===== src/rtl/bts_pkg.sv =====
package bts_pkg;

  localparam int XLEN    = 32;
  localparam int HW_W    = 16;
  localparam int RIDX_W  = 5;
  localparam int BSEL_W  = 3;
  localparam int BYTE_W  = 1 << BSEL_W;
  localparam int SUBOP_W = 6;

  localparam logic [SUBOP_W-1:0] SUBOP_IMM  = 6'b111110;
  localparam logic [SUBOP_W-1:0] SUBOP_REG  = 6'b111111;
  localparam logic [1:0]         IMM_TOP    = 2'b00;
  localparam logic [HW_W-1:0]    REG_EXT_HW = 16'h00E0;

  typedef enum logic [1:0] {
    FORM_NONE = 2'd0,
    FORM_IMM  = 2'd1,
    FORM_REG  = 2'd2
  } form_e;

  typedef enum logic [1:0] {
    ST_IDLE  = 2'd0,
    ST_READ  = 2'd1,
    ST_WRITE = 2'd2
  } seq_state_e;

  function automatic logic [XLEN-1:0] sext_disp(input logic [HW_W-1:0] d);
    return {{(XLEN-HW_W){d[HW_W-1]}}, d};
  endfunction

  function automatic logic [BYTE_W-1:0] bit_mask(input logic [BSEL_W-1:0] b);
    return BYTE_W'(1) << b;
  endfunction

  function automatic logic test_bit(input logic [BYTE_W-1:0] v,
                                    input logic [BSEL_W-1:0] b);
    return |(v & bit_mask(b));
  endfunction

  function automatic logic [BYTE_W-1:0] set_bit(input logic [BYTE_W-1:0] v,
                                                input logic [BSEL_W-1:0] b);
    return v | bit_mask(b);
  endfunction

endpackage


===== src/rtl/bts_decode.sv =====
module bts_decode
  import bts_pkg::*;
(
  input  logic [HW_W-1:0]   hw0,
  input  logic [HW_W-1:0]   hw1,
  output form_e             form,
  output logic [RIDX_W-1:0] idx_a,
  output logic [RIDX_W-1:0] idx_b,
  output logic [BSEL_W-1:0] imm_bit,
  output logic [HW_W-1:0]   disp
);

  localparam int SUB_LO = RIDX_W;
  localparam int SUB_HI = RIDX_W + SUBOP_W - 1;
  localparam int B_LO   = SUB_HI + 1;
  localparam int B_HI   = B_LO + BSEL_W - 1;

  logic [SUBOP_W-1:0] subop;
  logic               is_imm;
  logic               is_reg;

  assign subop   = hw0[SUB_HI:SUB_LO];
  assign idx_a   = hw0[RIDX_W-1:0];
  assign idx_b   = hw0[HW_W-1:HW_W-RIDX_W];
  assign imm_bit = hw0[B_HI:B_LO];
  assign disp    = hw1;

  assign is_imm = (hw0[HW_W-1:B_HI+1] == IMM_TOP) && (subop == SUBOP_IMM);
  assign is_reg = (subop == SUBOP_REG) && (hw1 == REG_EXT_HW);

  always_comb begin
    if (is_imm)      form = FORM_IMM;
    else if (is_reg) form = FORM_REG;
    else             form = FORM_NONE;
  end

endmodule


===== src/rtl/bts_agen.sv =====
module bts_agen
  import bts_pkg::*;
(
  input  form_e             form,
  input  logic [XLEN-1:0]   val_a,
  input  logic [XLEN-1:0]   val_b,
  input  logic [BSEL_W-1:0] imm_bit,
  input  logic [HW_W-1:0]   disp,
  output logic [XLEN-1:0]   addr,
  output logic [BSEL_W-1:0] bitn
);

  always_comb begin
    if (form == FORM_REG) begin
      addr = val_a;
      bitn = val_b[BSEL_W-1:0];
    end else begin
      addr = val_a + sext_disp(disp);
      bitn = imm_bit;
    end
  end

endmodule


===== src/rtl/bts_seq.sv =====
module bts_seq
  import bts_pkg::*;
(
  input  logic              clk,
  input  logic              rst_n,
  input  logic              accept,
  input  logic [XLEN-1:0]   addr_in,
  input  logic [BSEL_W-1:0] bit_in,
  input  logic              mem_ready,
  input  logic [BYTE_W-1:0] mem_rdata,
  output logic              busy,
  output logic              mem_req,
  output logic              mem_we,
  output logic [XLEN-1:0]   mem_addr,
  output logic [BYTE_W-1:0] mem_wdata,
  output logic              zflag_we,
  output logic              z_flag,
  output logic [BSEL_W-1:0] bit_q,
  output logic              rd_done,
  output logic              wr_done
);

  seq_state_e        state_q;
  logic [XLEN-1:0]   addr_q;
  logic [BYTE_W-1:0] data_q;
  logic              zwe_q;

  assign busy      = (state_q != ST_IDLE);
  assign mem_req   = busy;
  assign mem_we    = (state_q == ST_WRITE);
  assign mem_addr  = addr_q;
  assign mem_wdata = data_q;
  assign zflag_we  = zwe_q;
  assign rd_done   = (state_q == ST_READ)  && mem_ready;
  assign wr_done   = (state_q == ST_WRITE) && mem_ready;

  always_ff @(posedge clk or negedge rst_n) begin
    if (!rst_n) begin
      state_q <= ST_IDLE;
      addr_q  <= '0;
      bit_q   <= '0;
      data_q  <= '0;
      zwe_q   <= 1'b0;
      z_flag  <= 1'b0;
    end else begin
      zwe_q <= 1'b0;
      unique case (state_q)
        ST_IDLE: begin
          if (accept) begin
            addr_q  <= addr_in;
            bit_q   <= bit_in;
            state_q <= ST_READ;
          end
        end
        ST_READ: begin
          if (rd_done) begin
            data_q  <= set_bit(mem_rdata, bit_q);
            z_flag  <= ~test_bit(mem_rdata, bit_q);
            zwe_q   <= 1'b1;
            state_q <= ST_WRITE;
          end
        end
        ST_WRITE: begin
          if (wr_done) state_q <= ST_IDLE;
        end
        default: state_q <= ST_IDLE;
      endcase
    end
  end

endmodule


===== src/rtl/bit_tas_unit.sv =====
module bit_tas_unit
  import bts_pkg::*;
(
  input  logic              clk,
  input  logic              rst_n,
  input  logic              issue_valid,
  input  logic [HW_W-1:0]   issue_hw0,
  input  logic [HW_W-1:0]   issue_hw1,
  output logic              busy,
  output logic [RIDX_W-1:0] rf_idx_a,
  input  logic [XLEN-1:0]   rf_data_a,
  output logic [RIDX_W-1:0] rf_idx_b,
  input  logic [XLEN-1:0]   rf_data_b,
  output logic              mem_req,
  output logic              mem_we,
  output logic [XLEN-1:0]   mem_addr,
  output logic [BYTE_W-1:0] mem_wdata,
  input  logic              mem_ready,
  input  logic [BYTE_W-1:0] mem_rdata,
  output logic              zflag_we,
  output logic              z_flag
);

  form_e             form;
  logic [BSEL_W-1:0] imm_bit;
  logic [HW_W-1:0]   disp;
  logic [XLEN-1:0]   tgt_addr;
  logic [BSEL_W-1:0] tgt_bit;
  logic [BSEL_W-1:0] bit_q;
  logic              legal;
  logic              accept;
  logic              rd_done;
  logic              wr_done;

  bts_decode u_dec (
    .hw0     (issue_hw0),
    .hw1     (issue_hw1),
    .form    (form),
    .idx_a   (rf_idx_a),
    .idx_b   (rf_idx_b),
    .imm_bit (imm_bit),
    .disp    (disp)
  );

  bts_agen u_agen (
    .form    (form),
    .val_a   (rf_data_a),
    .val_b   (rf_data_b),
    .imm_bit (imm_bit),
    .disp    (disp),
    .addr    (tgt_addr),
    .bitn    (tgt_bit)
  );

  assign legal  = (form != FORM_NONE);
  assign accept = issue_valid && legal && !busy;

  bts_seq u_seq (
    .clk       (clk),
    .rst_n     (rst_n),
    .accept    (accept),
    .addr_in   (tgt_addr),
    .bit_in    (tgt_bit),
    .mem_ready (mem_ready),
    .mem_rdata (mem_rdata),
    .busy      (busy),
    .mem_req   (mem_req),
    .mem_we    (mem_we),
    .mem_addr  (mem_addr),
    .mem_wdata (mem_wdata),
    .zflag_we  (zflag_we),
    .z_flag    (z_flag),
    .bit_q     (bit_q),
    .rd_done   (rd_done),
    .wr_done   (wr_done)
  );

endmodule


===== config.mk =====
export PLATFORM = sky130hd
export DESIGN_NAME = bit_tas_unit
export DESIGN_NICKNAME = d
export VERILOG_FILES = /design/src/rtl/bts_pkg.sv /design/src/rtl/bts_decode.sv /design/src/rtl/bts_agen.sv /design/src/rtl/bts_seq.sv /design/src/rtl/bit_tas_unit.sv
export SDC_FILE = /design/constraint.sdc
export NUM_CORES = 1
export LEC_CHECK = 0
export ABC_CLOCK_PERIOD_IN_PS = 3600
export BUFFER_PORTS_ARGS = -buffer_cell sky130_fd_sc_hd__buf_2
export CAP_MARGIN = 10
export CORE_ASPECT_RATIO = 0.8
export CORE_MARGIN = 5
export CORE_UTILIZATION = 41
export CTS_CLUSTER_DIAMETER = 100
export CTS_CLUSTER_SIZE = 12
export DETAILED_ROUTE_END_ITERATION = 8
export GPL_TIMING_DRIVEN = 0
export PLACE_DENSITY_LB_ADDON = 0.25
export SYNTH_ARGS = -nofsm -noshare
export SYNTH_HDL_FRONTEND = slang
export SYNTH_SLANG_ARGS = --single-unit

===== constraint.sdc =====
create_clock -name clk -period 3.6 [get_ports clk]
set_input_delay 0.36 -clock clk [delete_from_list [all_inputs] [get_ports clk]]
set_output_delay 0.36 -clock clk [all_outputs]
set_load 0.1 [all_outputs]

* After elaboration in Yosys (flattened, before gate mapping)
Index checks and enable logic that the tools add are counted.
Word-level totals: bits in registers 47, input bits 108, output and inout port bits 55, word-level logic and storage cells 45
Operators by class: add/sub/neg operators 1, eq/ne operators 9, shift-type cells 1, multiplexer cells 10, bitwise operators 3, reduce and logical (&&, ||, !) cells 15
Operators by type and width (number):
- $add 32x32->32 | 1
- $mux 32 | 1
- $eq 16x8->1 const B | 1
- $eq 6x6->1 const B | 2
- $mux 2 | 5
- $and 8x8->8 | 1
- $or 8x8->8 | 1
- $reduce_or 8->1 | 1
- $shl 1x3->8 const A | 1
- $logic_and 1x1->1 | 6
- $pmux 2 s3 | 1
- $eq 2x2->1 const B | 2
- $logic_not 2->1 | 2
- $ne 2x2->1 const B | 2
- $reduce_and 2->1 | 2
- $reduce_bool 2->1 | 2
- $mux 3 | 1
- $reduce_and 3->1 | 1
- $eq 2x1->1 const B | 1
- $mux 1 | 2
- $ne 2x1->1 const B | 1
- $logic_not 1->1 | 1
- $not 1->1 | 1

* Longest topological paths before layout
word-level depth 9, depth in mapped cells 11, gate-level depth less buffers 11

* By module
A second synthesis with hierarchy kept.
Second synthesis, totals: cell total of the unflattened synthesis 532, area total of the unflattened synthesis 4511.8 um2
By module, submodules not included:
- bts_agen | times used 1, cells each 348, area an instance 2118.3 um2, seq. area each 0.0 um2
- bts_seq | times used 1, cells each 142, area an instance 2077.0 um2, seq. area each 1176.1 um2
- bts_decode | times used 1, cells each 40, area an instance 300.3 um2, seq. area each 0.0 um2
- bit_tas_unit | times used 1, cells each 2, area an instance 16.3 um2, seq. area each 0.0 um2

* Least setup slack after synthesis
Ideal clock, no wire load.
kind input to register, from in issue_hw1[0], to reg u_seq.addr_q[20] (netlist: u_seq.mem_addr[20]), library setup time 83 ps, data arrival time 2397 ps, data required time 3517 ps, path slack 1120 ps, stages on the path 11, buffers on the path 0, path through ha_1 > fa_1 > a21oi_1 > o211ai_1 > a21oi_1 > o21a_1 > o21ai_0 > a21oi_1 > o21ai_0 > mux2_2 > o21ai_0
Between the ends: cells in the longest elaborated chain, start to end 8, elaborated cells on any way between the ends 11, classes of those cells 1 x add/sub; 2 x eq/ne; 3 x mux; 5 x reduce/logical
Ends and longest elaborated chain:
- start, declared | line bit_tas_unit.sv:8 | input logic [HW_W-1:0] issue_hw1,
- parallel branches: the longest is 8 deep, another holds $add 32x32->32
- end signal, assigned | line bts_seq.sv:50 | addr_q <= addr_in;
- end, declared | line bts_seq.sv:24 | logic [XLEN-1:0] addr_q;
Parallel ways; which one is timed is not known. A chain may end at the register's enable or synchronous reset.

* Worst setup path after layout
from in issue_hw1[11], to reg u_seq.addr_q[24] (netlist: u_seq.mem_addr[24])
The elaborated chain is that of the path after synthesis.

==> results.md <==
- Slew Viols, Final: 0
- Min-Delay Path Class: in -> reg
- Setup CP Type: in -> reg
- CP Buf/Inv Count: 2
- Die Y: 97.5 um
- Multi-input logic area: 2530 um2
- Period minus WS final: 3370 ps
- Global Route Usage Sum: 20.6%
- Commonest non-fill, non-tap cells in the layout: buf_2 (135), a21oi_1 (67), dfrtp_1 (47)
- Grt ovf: 0
- Cells after Synth: between 400 and 500
- Layout Cell Area excl Fill: 4920 um2
- Post-Layout Cell Count: 742
- Net count reported at finish: 762
- Commonest non-fill, non-tap cell in the layout: buf_2
- Slowest CP cell: nor2_2
- Cts repair resizes: 0
- Port Buffers: 128
- Worst-path cell chain: buf_2, nor4_1, nand4_1, nor4_1, nand4_1, nor2_2, nor2_2, clkbuf_1, a22oi_1, o21ai_0
- Max_cap viols: 0
- H-tree Lvls: 2
- Clock sinks: 47
- Async set-reset flop share out of synthesis: 100%
- Cell area power density: 396 nW/um2
- Crit path max fanout: 10
- Wire length per cell: 16.9 um
- Top FF cell, synth: dfrtp_1
- Synth Register Bits: 47
- DR iter-0 viols: about 210
- Post-DP Area: 4710 um2
- Antenna-violating nets left: 0
- GPL Wtd Cong: 0.933
- Clock Pin Slew Worst Setup and Hold Paths: 70 ps
- Worst path max stage delay: 600 ps
- Setup TNS: 0 ps
- Antenna diode count: 0
- Sequential-to-total area share from yosys stat: 30.0%
- Seq. cell area: 1180 um2
- Drt via density: about 5.6
- Post-synth EDFFs: 0
- Slew @ Worst Pin: 682 ps
- CTS tree: yes
- Cell Area, Synth: 3920 um2
- Initial Util: 41.3%
- First-pass GRT wire length: around 20000 um
- Syn_nets: 625
- First drt pass iteration count: 4
- Layout cells sized above 1: 26.5%
- Routed WL: 12600 um
- Initial antenna violation count: 0
- Headroom to the max-slew limit: 54.1%
- Core area: 9490 um2
- CTS root buf: clkbuf_16
- Setup ws final: 232 ps
- Vias: a little over 4000
- Top delay family on crit path: simple AND/OR/NAND/NOR gates
- Synth Warn #: 0
- Leak pwr: 2.47 nW
- Outcome: complete, no violations
- Die W: 119 um
- Pre-CTS setup slack: between 20 and 25 ps
- FMAX: 297 MHz
- Synthesis-to-finish area growth: 25.4%
- Num CTS Buffers: 5
- Vias in the first global route: 4003
- Setup Viol. Count Final: 0
- Synth cell types: 57
- Mean Syn Cell Area: 8.09 um2
- Ports: 163
- Final period utilization: 93.6%
- FILL cells: a little over 900
- WP data required: between 3000 and 4000 ps
- DR DRC count: 0
- Latest clock arrival within the worst-skew pair: 300 ps
- Largest net degree at the start of global routing: 48
- Worst Path Arrival: 3520 ps
- Critical path endpoint category: flop
- RSZ-0062 raised after global routing: false
- Longest Clk Path Bufs: 2
- Placed wire-length estimate: between 9000 and 10000 um
- Setup Skew: 3.25 ps
- Cell Rows: 32
- Startpoint Class: input port
- Die Area: 11600 um2
- Hold violation total from the final report: 0
- Placed cells: 732
- VDD IR-drop max: 234 uV
==> sequential cells by signal (all words and copies together) (netlist names) <==
name / flops
u_seq.z_flag: 1
u_seq.state_q: 2
u_seq.mem_wdata: 8
u_seq.zflag_we: 1
u_seq.mem_addr: 32
u_seq.bit_q: 3
==> cell usage after synthesis, types with 9 or more instances <==
cell | instances | share of area [%]
dfrtp_1 | 47 | 30
xnor2_1 | 14 | 3.1
clkbuf_1 | 14 | 1.3
nand3_1 | 13 | 1.7
inv_1 | 12 | 1.1
ha_1 | 31 | 9.9
mux2i_1 | 9 | 2.3
a21oi_1 | 67 | 8.5
o21ai_0 | 40 | 5.1
xor2_1 | 11 | 2.5
a21o_1 | 9 | 1.7
nor2_1 | 46 | 4.4
nand2_1 | 42 | 4.0
buf_4 | 11 | 2.1
==> final timing paths <==
kind                                    start                 end  depth (start not counted)  slack, ps
setup reg to reg             u_seq.state_q[0]  u_seq.mem_addr[24]                          9       1030
max in group asynchronous               rst_n  u_seq.mem_addr[17]                          3       2660
hold / removal                  rf_data_a[27]  u_seq.mem_addr[27]                          3        320
hold reg to reg            u_seq.mem_wdata[6]  u_seq.mem_wdata[6]                          2        480
setup / recovery                issue_hw1[11]  u_seq.mem_addr[24]                         10        230
min in group asynchronous               rst_n  u_seq.mem_wdata[6]                          2        450
==> metal layers <==
layer | GRT usage (%) | up-vias | part of all wire, %
met2 | 33.7 | 145 | 45
li1 | - | 2047 | -
met3 | 3.84 | 10 | 6.7
met1 | 28.4 | 1931 | 47
met4 | 4.05 | 0 | 0.92
met5 | 0 | - | 0
==> kinds of logic (layout without fill, tap and decap cells) <==
logic type | after synthesis | after routing | share of synthesized area (%)
flops | 47 | 47 | 30.0
fa+ha+maj | 32 | 32 | 10.4
compound gates | 174 | 174 | 27.5
buf+inv | 44 | 182 | 5.49
xor+xnor | 25 | 25 | 5.58
mux | 11 | 11 | 2.87
simple gates | 152 | 152 | 18.2
==> worst register-to-register path, stage by stage, from the launching register on <==
cell and delay, ps:
dfrtp_1 400, nor2_1 170, nand2_1 160, nor4_1 270, and2_1 180, clkbuf_1 350
nor2_2 190, clkbuf_1 340, a22oi_1 230, o21ai_0 130
==> report_power, final <==
part	internal, W	leakage [nW]	switching, W
Sequential	0.000560	0.646	0.0000180
Clock	0.000350	0.0875	0.000226
Combinational	0.000229	1.73	0.000563
Total	0.00114	2.47	0.000807
==> area by class of cell <==
type | instances | share of cell area, %
plain buffers | 32 | 3.46
clock buffers | 6 | 2.82
clock inverters | 2 | 0.788
inverters | 12 | 0.916
multi-input cells | 394 | 51.4
flip-flops and latches | 47 | 23.9
well taps | 119 | 3.03
repair buffers | 130 | 13.6
==> per-stage QoR <==
step           power [W]  util (%)  hold WS (ps)
2_1_floorplan    0.00119         -          64.4
3_3_place_gp     0.00136      49.7           460
3_5_place_dp     0.00137      49.7           470
4_1_cts          0.00195      51.5           322
5_1_grt          0.00203      51.8           329
6_report         0.00195      51.8           320
==> repair_timing <==
item,in CTS,in global routing
setup endpoints to repair,0,0
buffers inserted,0,0
hold buffers,0,1
hold endpoints to repair,0,8
Note: power is estimated with default switching activity, not from simulation.
